**config.mk**
```make
export PLATFORM = sky130hd
export DESIGN_NAME = scan_ranker
export DESIGN_NICKNAME = d
export VERILOG_FILES = /design/src/rtl/scan_rank_pkg.sv /design/src/rtl/prefix_sum_net.sv /design/src/rtl/prefix_or_net.sv /design/src/rtl/scan_ranker.sv
export SDC_FILE = /design/constraint.sdc
export NUM_CORES = 1
export LEC_CHECK = 0
export CAP_MARGIN = 10
export CORE_UTILIZATION = 38
export DETAILED_ROUTE_END_ITERATION = 8
export DONT_BUFFER_PORTS = 1
export HOLD_SLACK_MARGIN = 0.15
export SLEW_MARGIN = 20
export SYNTH_ARGS = -nofsm -noshare
export SYNTH_HDL_FRONTEND = slang
export SYNTH_SLANG_ARGS = --single-unit
```
**constraint.sdc**
```tcl
create_clock -name clk -period 5.9 [get_ports clk]
set_input_delay 0.59 -clock clk [delete_from_list [all_inputs] [get_ports clk]]
set_output_delay 0.59 -clock clk [all_outputs]
set_load 0.05 [all_outputs]
```
**src/rtl/scan_rank_pkg.sv**
```systemverilog
package scan_rank_pkg;

    // Output-register occupancy controller
    typedef enum logic {
        ST_IDLE   = 1'b0,
        ST_LOADED = 1'b1
    } out_state_e;

    // Width needed to hold a count from 0 to n inclusive
    function automatic int count_width(input int n);
        return (n < 1) ? 1 : $clog2(n + 1);
    endfunction

endpackage

```
**src/rtl/prefix_sum_net.sv**
```systemverilog
module prefix_sum_net #(
    parameter int N  = 16,
    parameter int CW = 5
) (
    input  logic [N-1:0]    bits,
    output logic [N*CW-1:0] sums_flat
);
    localparam int LEVELS = $clog2(N);

    // Stage l holds, at position i, the sum of bits (i-2^l, i]
    logic [CW-1:0] stage [0:LEVELS][0:N-1];

    for (genvar i = 0; i < N; i++) begin : g_seed
        assign stage[0][i] = CW'(bits[i]);
    end

    for (genvar l = 0; l < LEVELS; l++) begin : g_level
        localparam int DIST = 1 << l;
        for (genvar i = 0; i < N; i++) begin : g_node
            if (i >= DIST) begin : g_add
                assign stage[l+1][i] = stage[l][i] + stage[l][i-DIST];
            end else begin : g_pass
                assign stage[l+1][i] = stage[l][i];
            end
        end
    end

    for (genvar i = 0; i < N; i++) begin : g_out
        assign sums_flat[i*CW +: CW] = stage[LEVELS][i];
    end

endmodule

```
**src/rtl/prefix_or_net.sv**
```systemverilog
module prefix_or_net #(
    parameter int N = 16
) (
    input  logic [N-1:0] bits,
    output logic [N-1:0] below_or
);
    localparam int LEVELS = $clog2(N);

    logic stage [0:LEVELS][0:N-1];

    for (genvar i = 0; i < N; i++) begin : g_seed
        assign stage[0][i] = bits[i];
    end

    for (genvar l = 0; l < LEVELS; l++) begin : g_level
        localparam int DIST = 1 << l;
        for (genvar i = 0; i < N; i++) begin : g_node
            if (i >= DIST) begin : g_or
                assign stage[l+1][i] = stage[l][i] | stage[l][i-DIST];
            end else begin : g_pass
                assign stage[l+1][i] = stage[l][i];
            end
        end
    end

    // Diminished (exclusive) scan: position i sees positions 0..i-1
    assign below_or[0] = 1'b0;
    for (genvar i = 1; i < N; i++) begin : g_shift
        assign below_or[i] = stage[LEVELS][i-1];
    end

endmodule

```
**src/rtl/scan_ranker.sv**
```systemverilog
module scan_ranker
    import scan_rank_pkg::*;
#(
    parameter int N          = 16,
    parameter int SHARED_NET = 1,
    parameter int CW         = count_width(N)
) (
    input  logic            clk,
    input  logic            rst_n,
    input  logic            req_valid,
    input  logic [N-1:0]    req_vec,
    output logic            out_valid,
    output logic [N*CW-1:0] rank_flat,
    output logic [N-1:0]    rank_ok,
    output logic [N-1:0]    grant,
    output logic [CW-1:0]   total
);

    // ---------------- combinational scans ----------------
    logic [N*CW-1:0] sums_c;
    logic [N-1:0]    below_c;
    logic [N-1:0]    grant_c;

    prefix_sum_net #(.N(N), .CW(CW)) u_sum (
        .bits      (req_vec),
        .sums_flat (sums_c)
    );

    if (SHARED_NET != 0) begin : g_shared
        // Any set bit below i <=> running count at i-1 is non-zero
        assign below_c[0] = 1'b0;
        for (genvar i = 1; i < N; i++) begin : g_dim
            assign below_c[i] = |sums_c[(i-1)*CW +: CW];
        end
    end else begin : g_separate
        prefix_or_net #(.N(N)) u_or (
            .bits     (req_vec),
            .below_or (below_c)
        );
    end

    assign grant_c = req_vec & ~below_c;

    // ---------------- controller ----------------
    out_state_e state_q, state_n;

    always_ff @(posedge clk) begin
        if (!rst_n) state_q <= ST_IDLE;
        else        state_q <= state_n;
    end

    always_comb begin
        state_n = state_q;
        unique case (state_q)
            ST_IDLE:   state_n = req_valid ? ST_LOADED : ST_IDLE;
            ST_LOADED: state_n = req_valid ? ST_LOADED : ST_IDLE;
            default:   state_n = ST_IDLE;
        endcase
    end

    // ---------------- output register ----------------
    logic [N*CW-1:0] rank_q;
    logic [N-1:0]    ok_q;
    logic [N-1:0]    grant_q;
    logic [CW-1:0]   total_q;

    always_ff @(posedge clk) begin
        if (!rst_n) begin
            rank_q  <= '0;
            ok_q    <= '0;
            grant_q <= '0;
            total_q <= '0;
        end else if (req_valid) begin
            rank_q  <= sums_c;
            ok_q    <= req_vec;
            grant_q <= grant_c;
            total_q <= sums_c[(N-1)*CW +: CW];
        end
    end

    always_comb begin
        out_valid = (state_q == ST_LOADED);
        rank_flat = rank_q;
        rank_ok   = ok_q;
        grant     = grant_q;
        total     = total_q;
    end

    // ---------------- assertions ----------------
    assert_grant_onehot_R3: assert property (@(posedge clk) disable iff (!rst_n)
        $onehot0(grant_q));

    assert_grant_in_request_R4: assert property (@(posedge clk) disable iff (!rst_n)
        (grant_q & ~ok_q) == '0);

    assert_grant_present_R4: assert property (@(posedge clk) disable iff (!rst_n)
        (ok_q != '0) |-> (grant_q != '0));

    assert_total_count_R5: assert property (@(posedge clk) disable iff (!rst_n)
        int'(total_q) == $countones(ok_q));

    assert_latency_R6: assert property (@(posedge clk) disable iff (!rst_n)
        req_valid |=> out_valid);

    assert_drop_R6: assert property (@(posedge clk) disable iff (!rst_n)
        !req_valid |=> !out_valid);

    assert_hold_R7: assert property (@(posedge clk) disable iff (!rst_n)
        !req_valid |=> ($stable(grant_q) && $stable(total_q) && $stable(ok_q)));

    assert_empty_R8: assert property (@(posedge clk) disable iff (!rst_n)
        (ok_q == '0) |-> (grant_q == '0 && total_q == '0));

endmodule

```
Yosys cells after proc, flatten, opt, wreduce, memory -nomap -nowiden
Cells that the tools add are included.
{ "op_classes": {"n_div": 0, "n_reduce_logical": 14, "multipliers": 0, "order_cmp": 0, "bitwise": 2, "eq_ne": 0, "mux": 1, "addsub": 49, "n_shift": 0} }
{ "op_table": {"columns": ["operator", "n"], "rows": [
  ["5-bit adder", 31],
  ["5-bit OR reduction", 14],
  ["1-bit by 1-bit adder with 2-bit output", 15],
  ["16-bit bitwise AND", 1],
  ["16-bit inverter", 1],
  ["5-bit by 1-bit adder with 5-bit output", 3],
  ["1-bit two-way mux", 1]
]} }
{ "word_totals": {"n_memories": 0, "mem_bits_rw": 0, "latch_bits": 0, "reg_bits": 114, "elab_cells": 71, "out_inout_bits": 118, "rom_bits": 0, "in_bits": 19} }

Depth between registers and ports, before layout
{ "depth": {"depth_word": 7, "ltp_mapped": 17, "ltp_nobuf": 17} }

By module
Synthesis repeated with hierarchy kept, for this count alone.
{ "hier_totals": {"cells_unflattened": 639, "area_unflattened_um2": 6974.2} }
{ "by_module_without_submodules": {"columns": ["mod", "seq_area_each_um2", "area_per_inst_um2", "n_inst", "cells_per_inst"], "rows": [
  ["scan_ranker", 2242.2, 4553.1, 1, 385],
  ["prefix_sum_net", 0.0, 2421.1, 1, 254]
]} }

Least setup slack after synthesis
OpenSTA, ideal clock, no wires.
{ "synth_path": {"path_type": "input to register", "start": "input req_vec[4]", "end": "register grant_q[14], in the netlist grant[14]", "n_path_buf": 0, "arrival_ps": 4323, "setup_ps": 101, "t_required_ps": 5799, "setup_slack_ps": 1476, "cell_stages": 13, "path_cell_list": "ha_1 -> ha_1 -> fa_1 -> inv_1 -> fa_1 -> inv_1 -> fa_1 -> fa_1 -> ha_1 -> inv_1 -> fa_1 -> nand3_1 -> o41ai_1"} }
{ "synth_via": {"elab_chain_len": 7} }
{ "synth_rtl": {"columns": ["element", "line_no", "rtl"], "rows": [
  ["from (decl)", "scan_ranker.sv:11", "input logic [N-1:0] req_vec,"],
  ["1-bit by 1-bit adder with 2-bit output", "prefix_sum_net.sv:21", "assign stage[l+1][i] = stage[l][i] + stage[l][i-DIST];"],
  ["5-bit adder (2 in series)", "prefix_sum_net.sv:21", null],
  ["named net sums_c[26]", "scan_ranker.sv:20", "logic [N*CW-1:0] sums_c;"],
  ["5-bit adder", "prefix_sum_net.sv:21", null],
  ["5-bit OR reduction", "scan_ranker.sv:33", "assign below_c[i] = |sums_c[(i-1)*CW +: CW];"],
  ["16-bit inverter", "scan_ranker.sv:42", "assign grant_c = req_vec & ~below_c;"],
  ["16-bit bitwise AND", "scan_ranker.sv:42", null],
  ["to (signal assigned)", "scan_ranker.sv:76", "grant_q <= grant_c;"],
  ["to (decl)", "scan_ranker.sv:64", "logic [N-1:0] grant_q;"]
]} }
The timed path passes the listed nets, and every way through them passes these cells.
A chain may end at the register's enable or synchronous reset.

Worst setup path in the final report
{ "layout_path": {"start": "input req_vec[0]", "end": "register total_q[3], in the netlist total[3]"} }
{ "layout_via": {"elab_chain_len": 4} }
{ "layout_rtl": {"columns": ["element", "line_no", "rtl"], "rows": [
  ["1-bit by 1-bit adder with 2-bit output", "prefix_sum_net.sv:21", null],
  ["named net sums_c[5]", "scan_ranker.sv:20", null],
  ["5-bit adder", "prefix_sum_net.sv:21", null],
  ["named net sums_c[16]", "scan_ranker.sv:20", null],
  ["5-bit adder", "prefix_sum_net.sv:21", null],
  ["named net sums_c[36]", "scan_ranker.sv:20", null],
  ["5-bit adder", "prefix_sum_net.sv:21", null],
  ["to (signal assigned)", "scan_ranker.sv:77", "total_q <= sums_c[(N-1)*CW +: CW];"],
  ["to (decl)", "scan_ranker.sv:65", "logic [CW-1:0] total_q;"]
]} }
The timed path passes the listed nets, and every way through them passes these cells.

==> summary.md <==
| Metric | Value |
|---|---|
| Status | `finished clean` |
| Sequential Area | `0.00190 sq mm` |
| P_int | `1570 uW` |
| Largest cells by area after synthesis | `dfxtp_1, ha_1, fa_1` |
| Hold Crit Class | `input port to register` |
| Crit path cell chain | `inv_1, ha_1, ha_1, inv_1, fa_1, inv_1, fa_1, fa_1, inv_1, fa_1, inv_1, ha_1, inv_1, fa_1, xnor2_1, mux2i_1, nor2_1` |
| Final setup viols | `0` |
| Die area | `around 0.016 sq mm` |
| Nets | `739` |
| CTS root buffer | `clkbuf_16` |
| Largest stage delay, worst path | `560 ps` |
| Hold_sp | `req_valid` |
| Clock share of power | `22.3%` |
| Post-synth top area cell | `dfxtp_1` |
| Hold Crit Depth | `1` |
| 1st-iter DRT viols | `184` |
| FF-to-FF Start | `total[3]` |
| Fin crit share | `73.6%` |
| #FFs+latches synth | `95` |
| Synth top area share | `31.6%` |
| Routability cong. | `0.840` |
| Crit Path Class | `input port to register` |
| Final Skew | `0 ps` |
| Row Count | `45` |
| Clk buf depth | `2` |
| Cell with the most instances after synthesis | `dfxtp_1` |
| Ys Warns | `0` |
| Post-CTS Hold Buffers | `0` |
| CP endpoint kind | `register` |
| R2r setup slk | `4540 ps` |
| Combinational Power Share | `between 30 and 40%` |
| Power share of the sequential group | `42.2%` |
| DRC | `0` |
| Slowest library cell on the worst path | `fa_1` |
| Fraction of registers with async set/reset | `0%` |
| Max-slew violations | `0` |
| TritonRoute pass-1 iters | `4` |
| Worst VDD drop | `approximately 0.00023 V` |
| Post-layout min period | `roughly 4300 ps` |
| Switching Fraction | `45.0%` |
| Most frequent cells after synthesis | `dfxtp_1, inv_1, ha_1` |
| DR vias | `about 4100` |
| Clock transition at the registers of the reported paths | `roughly 70 ps` |
| Sequential share of the synthesized area | `a little under a third` |
| WP buf/inv | `6` |
| P_leak | `0.00309 uW` |
| Synth Area per Inst | `9.71 sq um` |
| Final-layout fill cell count | `~1600` |
| WHS | `330 ps` |
| Max FO, Critical Path | `6` |
| Pin count of the biggest net entering global routing | `117` |
| PostCTS Resize Cnt | `0` |
| Layout cell share with drive strength beyond 1 | `3.62%` |
| I/O Buffers | `0` |
| Area grow syn2layout | `6.30%` |
| Max Freq | `between 0.2 and 0.25 GHz` |
| Worst R2R End | `total[3]` |
| Post-synth EDFFs | `0` |
| Die height | `128 um` |
| Number of I/O pins | `137` |
| Multi-input gate area | `approximately 0.0036 sq mm` |
| Cells after Synth | `620` |
| Power per cell area | `between 400 and 500 mW/mm^2` |
| Post-route ant nets | `0` |
| Family with the most delay on the worst path | `adder cells` |
| Tot Pwr | `2850 uW` |
| Number of global-route vias before repair | `4257` |
| DR WL/cell | `18.3 um` |
| CP arrival | `4540 ps` |
| CP dominant cell by count | `inv_1` |
| Post-CTS Setup Repair Bufs | `0` |
| Aggregate negative setup slack | `0 ps` |
| Worst skew pair latency | `between 300 and 400 ps` |
| Die W | `128 um` |
| Dpl cells | `803` |
| Vias per inst | `4.99` |
| Initial antenna violation count | `0` |
| Grt ovf | `0` |
| TritonCTS buffer count | `9` |
| Cell variety after synth | `47` |
| Worst slew margin | `33.8%` |
| Sw Pwr | `1280 uW` |
| Core Footprint | `0.0153 sq mm` |
| Maximum Capacitance Violations | `0` |
| Req. time, crit path | `6100 ps` |
| Post-synth top flop | `dfxtp_1` |
| Final hold viol count | `0` |
| Post-DP HPWL | `around 12000 um` |
| Non-filler cells, final | `819` |
| TritonCTS clock tree | `yes` |
| Gr usage total | `between 10% and 20%` |
| RSZ-0062 raised after global routing | `false` |
| CTS HTree Levels | `3` |
| Final wirelength | `15000 um` |
| Reg2Reg Depth | `2` |
| Global-route wire length before repair | `~24000 um` |
| End of the worst hold path | `rank_flat[63]` |
| Clk sinks | `95` |
| Final core occ | `a little over two fifths` |
| Diode count | `0` |
| Worst-margin pin slew | `around 990 ps` |
| Starting Density | `39.3%` |
| CP Launch Type | `input port` |
| Cell Area, Synth | `0.00602 sq mm` |
-- power by group through the flow --
stage	logic, uW	registers, uW	clock network (uW)
floorplan	847	1150	0
global placement	984	1220	0
detailed placement	1020	1220	0
CTS	1030	1210	658
global route	1170	1220	681
finish	1010	1200	635
-- sequential cells by signal, indices dropped and copies added (netlist names) --
register / cells
rank_ok: 16
grant: 15
rank_flat: 59
out_valid: 1
total: 4
-- worst reg2reg max path, delay by kind of cell, from the launching register on --
family | cells | cell delay, ps
flip-flops | 1 | 970
multiplexers | 1 | 180
AND/OR/NAND/NOR | 1 | 140
-- cell type report --
type	count	area share (%)
clock buffer	11	3.79
clock inverter	5	1.27
inverter	84	4.93
multi-input combinational	411	55.9
sequential	95	29.7
tap	211	4.13
timing repair buffer	2	0.235
-- routing by layer --
layer / track usage, % / up-vias / wire (um)
met4: 5.81 / 0 / 246
li1: - / 1974 / -
met5: 0 / - / 0
met3: 6.89 / 18 / 1150
met2: 33.5 / 109 / 7400
met1: 23.3 / 1988 / 6170
-- worst max-delay path by stage --
stage,startpoint,endpoint,cells past startpoint
after global routing,req_vec[0],total[3],17
after floorplan,req_vec[4],grant[14],13
after global placement,req_vec[0],total[3],17
after CTS,req_vec[0],total[3],17
final,req_vec[0],total[3],17
after detailed placement,req_vec[0],total[3],17
-- cell families (layout without fill, tap and decap cells) --
logic type / Yosys count / in the layout / share of synthesized area [%]
AND/OR/NAND/NOR: 148 / 148 / 11.6
buffers and inverters: 129 / 102 / 9.89
adder cells (fa/ha/maj): 117 / 117 / 29.2
flip-flops: 95 / 95 / 31.6
AO/OA/AOI/OAI: 62 / 62 / 6.65
multiplexers: 50 / 50 / 8.31
XOR/XNOR: 18 / 18 / 2.74
other: 1 / 16 / 0.0623
-- stage by stage --
stage	instance area [sq um]	setup slack [ps]
after floorplan	6080	1480
after global placement	6070	1350
after global routing	6400	1430
final	6400	1560
after detailed placement	6070	1190
after CTS	6400	1580
-- placed cells by master, fill, tap and decap left out, types with 6 or more instances in the layout --
master	instances
dfxtp_1	95
inv_1	83
ha_1	78
nor2_1	75
mux2i_1	50
fa_1	39
a21oi_1	20
nand2_1	19
a211oi_1	16
conb_1	16
xnor2_1	11
nand2b_1	10
nand3_1	9
clkbuf_16	9
o21ai_0	8
a21o_1	6
xor2_1	6
Note: power is estimated with default switching activity, not from simulation.
